--- src/rtl/rx_gain_step_ctrl.sv ---
module rx_gain_step_ctrl #(
  parameter int FINE_STEPS   = 4,
  parameter int COARSE_STEPS = 4,
  parameter int IDX_W        = 5,
  parameter int OFS_W        = 8
) (
  input  logic                    clk,
  input  logic                    rst,
  input  logic [IDX_W-1:0]        gain_idx,
  input  logic                    cal_we,
  input  logic [IDX_W-1:0]        cal_addr,
  input  logic [OFS_W-1:0]        cal_data,
  output logic [COARSE_STEPS-1:0] fe_code,
  output logic [FINE_STEPS-1:0]   bb_code,
  output logic [OFS_W-1:0]        dco_word
);
  localparam int TOP_IDX = COARSE_STEPS * FINE_STEPS + FINE_STEPS;
  localparam int DEPTH   = TOP_IDX + 1;
  localparam int CL_W    = $clog2(COARSE_STEPS + 1);
  localparam int FL_W    = $clog2(FINE_STEPS + 1);

  logic [CL_W-1:0]  crs_q, crs_n;
  logic [FL_W-1:0]  fin_q, fin_n;
  logic [IDX_W-1:0] sel;
  logic             hit;
  logic [OFS_W-1:0] tbl [DEPTH];

  assign sel = (int'(gain_idx) > TOP_IDX) ? IDX_W'(TOP_IDX) : gain_idx;
  assign hit = cal_we && (cal_addr == sel);

  always_comb begin
    int g, lo, cn;
    g  = int'(sel);
    lo = int'(crs_q) * FINE_STEPS;
    if (g > lo + FINE_STEPS) cn = (g - 1) / FINE_STEPS;
    else if (g < lo)         cn = g / FINE_STEPS;
    else                     cn = int'(crs_q);
    crs_n = CL_W'(cn);
    fin_n = FL_W'(g - cn * FINE_STEPS);
  end

  always_ff @(posedge clk) begin
    if (rst) begin
      crs_q    <= '0;
      fin_q    <= '0;
      dco_word <= '0;
      for (int i = 0; i < DEPTH; i++) tbl[i] <= '0;
    end else begin
      crs_q    <= crs_n;
      fin_q    <= fin_n;
      dco_word <= hit ? cal_data : tbl[sel];
      if (cal_we && int'(cal_addr) <= TOP_IDX) tbl[cal_addr] <= cal_data;
    end
  end

  assign fe_code = COARSE_STEPS'((1 << crs_q) - 1);
  assign bb_code = FINE_STEPS'((1 << fin_q) - 1);

  p_fine_thermo_r2: assert property (@(posedge clk) disable iff (rst)
    (bb_code & (bb_code + 1'b1)) == '0);
  p_coarse_thermo_r3: assert property (@(posedge clk) disable iff (rst)
    (fe_code & (fe_code + 1'b1)) == '0);
  p_total_r4: assert property (@(posedge clk) disable iff (rst)
    1'b1 |=> ($countones(fe_code) * FINE_STEPS + $countones(bb_code)) == int'($past(sel)));
  p_fill_first_r5: assert property (@(posedge clk) disable iff (rst)
    (int'(sel) > int'(crs_q) * FINE_STEPS + FINE_STEPS) |=> bb_code != '0);
  p_hold_r7: assert property (@(posedge clk) disable iff (rst)
    (int'(sel) >= int'(crs_q) * FINE_STEPS && int'(sel) <= int'(crs_q) * FINE_STEPS + FINE_STEPS)
    |=> $stable(fe_code));
  p_clamp_r8: assert property (@(posedge clk) disable iff (rst)
    (int'(gain_idx) > TOP_IDX) |=> ($countones(fe_code) * FINE_STEPS + $countones(bb_code)) == TOP_IDX);
  p_bypass_r11: assert property (@(posedge clk) disable iff (rst)
    hit |=> dco_word == $past(cal_data));
endmodule

--- config.mk ---
export PLATFORM = sky130hd
export DESIGN_NAME = rx_gain_step_ctrl
export DESIGN_NICKNAME = d
export VERILOG_FILES = /design/src/rtl/rx_gain_step_ctrl.sv
export SDC_FILE = /design/constraint.sdc
export NUM_CORES = 1
export LEC_CHECK = 0
export ABC_AREA = 1
export BUFFER_PORTS_ARGS = -buffer_cell sky130_fd_sc_hd__buf_2
export CORE_MARGIN = 5
export CORE_UTILIZATION = 50
export DETAILED_ROUTE_END_ITERATION = 12
export PLACE_DENSITY = 0.69
export SETUP_SLACK_MARGIN = 0.5
export SLEW_MARGIN = 10
export SYNTH_ARGS = -nofsm -noshare
export SYNTH_HDL_FRONTEND = slang
export SYNTH_SLANG_ARGS = --single-unit
--- constraint.sdc ---
create_clock -name clk -period 2.3 [get_ports clk]
set_clock_uncertainty 0.1 [all_clocks]
set_input_delay 0.46 -clock clk [delete_from_list [all_inputs] [get_ports clk]]
set_output_delay 0.46 -clock clk [all_outputs]
set_load 0.02 [all_outputs]
==> metrics list <==
- The run finished with clean final reports.
- Number of library cell types mapped by synthesis: 30
- Summed over all instances, the cell type with the most area after synthesis is sky130_fd_sc_hd__edfxtp_1.
- Based on the critical path, the design can be clocked at up to approximately 0.45 GHz.
* Final period demand of the worst path: 2.212 ns
- Crit Path Class: flip-flop to output pin
* GP Congestion: just under 0.9
- In the synthesized netlist the async set-or-reset flop fraction comes to 0%.
- The floorplan step set the die width to 154.1 um.
* Gate power share: between 20% and 30%
- Of the available clock period, the critical path in the final layout requires 96.19%.
- Highest fanout seen on the critical path: 4
- Top post-synthesis cells by count: 193 x sky130_fd_sc_hd__nor2_1, 192 x sky130_fd_sc_hd__edfxtp_1, 171 x sky130_fd_sc_hd__nand2_1
* Summed instance area of the synthesized netlist: 10380 um2
* CTS tree: done
- In the synthesized netlist, the number of instances is 1125.
* Detailed Routing Iterations Pass 1: 5
- Per report_power, the sequential group accounts for 44.1% of the total.
- Detailed-route wire length per cell: roughly 20 um
- Most frequent cell after synthesis: sky130_fd_sc_hd__nor2_1
- Crit-path most repeated cell: sky130_fd_sc_hd__buf_4
* Share of Yosys cell area claimed by the top area cell type: 55.52%
* Die Outline Area: between 20000 and 25000 um2
* Yosys synthesis warning count: 0
- Crit path launch type: flip-flop
- Across the run, the number of max-cap violations was 0.
* HPWL after detailed placement: around 20000 um
* Most used flip-flop cell after synthesis: sky130_fd_sc_hd__edfxtp_1
- Register area share after synthesis: between 50% and 60%
* Number of input and output port buffers inserted: 36
* Cell-by-cell listing of the critical path: inv_6 > ha_4 > nand2_2 > buf_4 > xnor2_2 > buf_4
- Cell class contributing the biggest share of worst-path delay: buffers and inverters
* Average footprint of a synthesized cell: 9.231 um2
* Post-route antenna net violation count: 0
- The first global-routing pass estimated 45450 um of wire.
- Buffers inserted to repair hold after CTS numbered 0.
- Summed over all nets, the switching power comes to 0.002941 W.
* Fraction of the core area covered by cells at the end of the flow: 62.52%
* Share of layout cells above drive strength 1: 20.16%
- Total of flip-flops plus latches after synthesis: 206
- After detailed routing, the number of vias per cell comes to about 5.6.
- 0 antenna diodes ended up in the layout.
- Setup repair after global routing could not meet its margin everywhere.
- Root buf cell: sky130_fd_sc_hd__clkbuf_16
- Maximum number of pins on one net before global-route repair: 42
- The number of hold-slack violations in the final timing report is 0.
* Cell-internal power: 0.007225 W
* Sum of negative setup slack: 0 ns
* Max stage delay on crit path: 0.38 ns
- Number of enable flip-flop cells after synthesis: 192
- Area inside the core boundary: 20360 um2
- The via count of the first global-routing pass is 8243.
* Synthesis-to-layout area growth: 22.59%
- In this run, CTS created clock tree buffers numbering 23.
* Area contributors post-synth: sky130_fd_sc_hd__edfxtp_1 56%, sky130_fd_sc_hd__nor2_1 7.0%, sky130_fd_sc_hd__nand2_1 6.2%
- # IOs: 37
* Total of endpoints with negative setup slack in the final report: 0
- The analysis attributes to cell leakage a power of 5.556 nW.
- Setup slack at placement: 0.02315 ns
- Once the floorplan was initialized, standard cells occupied 51.00% of the core.
- FP Rows: 52
- Counting along the longest clock path gives a buffer depth of 3.
- Final standard cell count with taps included and fillers excluded: 1510
- Number of max-slew violations in the final report: 0
- IR analysis of the VDD net gives a maximum drop of 0.4167 mV.
- Summed over all layers, the routed wires come to 29530 um.
- Clock-pin slew was measured on the worst setup and hold paths at approximately 0.06 ns.
- The final layout contains 1260 nets.
- The final route contains 8453 vias.
- The number of buffers and inverters on the critical path is 3.
- Starting DRT DRC Count: 957
- Remaining routing DRC violations: 0
- Summed over all layers, the global routing overflow is 0.
- Worst hold path class: primary input to flip-flop
- Die H: 154.1 um
- Portion of total power attributed to the clock network: 33.1%
* Overall global routing resource usage: approximately a quarter
- Slowest CP cell: sky130_fd_sc_hd__dfxtp_4
- The number of antenna violations at the first check in global routing was 0.
* Total power divided by cell area: roughly 800 nW/um2
- The later pin in the worst-skew pair is clocked with a latency of 0.51 ns.
- The worst setup path is captured at an output pin.
- Post-layout worst setup margin: 0.08771 ns
* Clock sinks: a little over 200
* CTS H-tree depth: 1
- At the worst endpoint, the required time is approximately 1.7 ns.
- Final-layout fill cell count: 1699
- Switching power as a share of total power: 28.93%
* Cell count after placement: 1463
- Arrival time worst endpoint: 1.65 ns
-- power groups by stage --
stage	clock network (W)	logic, W	registers, W
2_1_floorplan	0	0.00126	0.00450
3_3_place_gp	0	0.00181	0.00451
3_5_place_dp	0	0.00184	0.00452
4_1_cts	0.00338	0.00216	0.00447
5_1_grt	0.00355	0.00252	0.00450
6_report	0.00336	0.00233	0.00448
-- cell usage in the layout, fill, tap and decap left out, drive strengths merged --
cell type	instances
nor2	194
edfxtp	192
nand2	187
inv	153
nand3	126
buf	121
o211ai	60
nand3b	33
a21oi	33
clkbuf	32
conb	24
dfxtp	14
ha	13
clkinv	12
o21ai	12
nor3	10
a21o	8
xor2	7
xnor2	3
clkinvlp	2
nor4	1
a31oi	1
nand4	1
bufinv	1
-- worst register-to-register path, stage by stage (launching register included) --
cell,delay [ns]
sky130_fd_sc_hd__dfxtp_4,0.38
sky130_fd_sc_hd__ha_1,0.24
sky130_fd_sc_hd__ha_4,0.26
sky130_fd_sc_hd__ha_4,0.26
sky130_fd_sc_hd__nand3_1,0.08
sky130_fd_sc_hd__nand3b_1,0.20
sky130_fd_sc_hd__nand3_2,0.16
sky130_fd_sc_hd__nand2_2,0.09
sky130_fd_sc_hd__nand2_1,0.07
sky130_fd_sc_hd__nand2_1,0.05
sky130_fd_sc_hd__a21oi_1,0.11
-- per-stage QoR --
| stage | hold WS, ns | area [um2] | total power, W |
|---|---|---|---|
| finish | 0.1078 | 12730 | 0.01017 |
| global route | 0.1136 | 12730 | 0.01057 |
| CTS | 0.09450 | 12560 | 0.01001 |
| detailed placement | 0.4027 | 11710 | 0.006358 |
| global placement | 0.4007 | 11710 | 0.006316 |
| floorplan | 0.3703 | 10810 | 0.005758 |
-- registers in the layout, indices dropped and copies added, names as in the netlist --
register / count
tbl: 192
dco_word: 8
crs_q: 3
fin_q: 3
-- layer usage --
layer / vias to the layer above / wire, um / track usage (%)
met2: 421 / 13970 / 39.35
met4: 0 / 979 / 8.158
met5: - / 0 / 0
li1: 3915 / - / -
met3: 78 / 2673 / 3.991
met1: 4039 / 11900 / 33.99
-- repair_timing --
item,CTS,global route
cloned,0,0
pin swaps,10,9
buffers inserted,5,3
gates resized for setup,44,35
endpoints found under the hold margin,0,0
endpoints found under the setup margin,10,104
-- logic make-up after synthesis --
kind of cell / Yosys count / synth area share [%]
and+or+nand+nor: 552 / 23.58
other: 1 / 0.03611
adders and majority gates: 13 / 1.566
DFF: 206 / 58.22
AOI/OAI and AO/OA: 114 / 7.181
buffers and inverters: 229 / 8.578
xor gates and xnor gates: 10 / 0.8434
-- worst paths after layout --
| check | start | cells past startpoint | to | slack, ns |
|---|---|---|---|---|
| setup / recovery | crs_q[0]$_SDFF_PP0_ | 6 | fe_code[2] | 0.09 |
| hold / removal | cal_data[1] | 1 | tbl[21][1]$_DFFE_PP_ | 0.11 |
| setup reg to reg | crs_q[0]$_SDFF_PP0_ | 10 | fin_q[2]$_SDFF_PP0_ | 0.23 |
| hold reg to reg | crs_q[2]$_SDFFE_PP0P_ | 2 | crs_q[2]$_SDFFE_PP0P_ | 0.42 |
-- area by class of cell --
cell class	instances	area, um2	share of cell area, %
sequential	206	6057	47.58
multi-input combinational	713	3991	31.35
timing repair buffer	124	1045	8.206
inverter	158	630.6	4.953
clock buffer	29	598.1	4.698
tap	270	337.8	2.654
clock inverter	10	71.32	0.5602
Power figures use the tool's default switching activity.
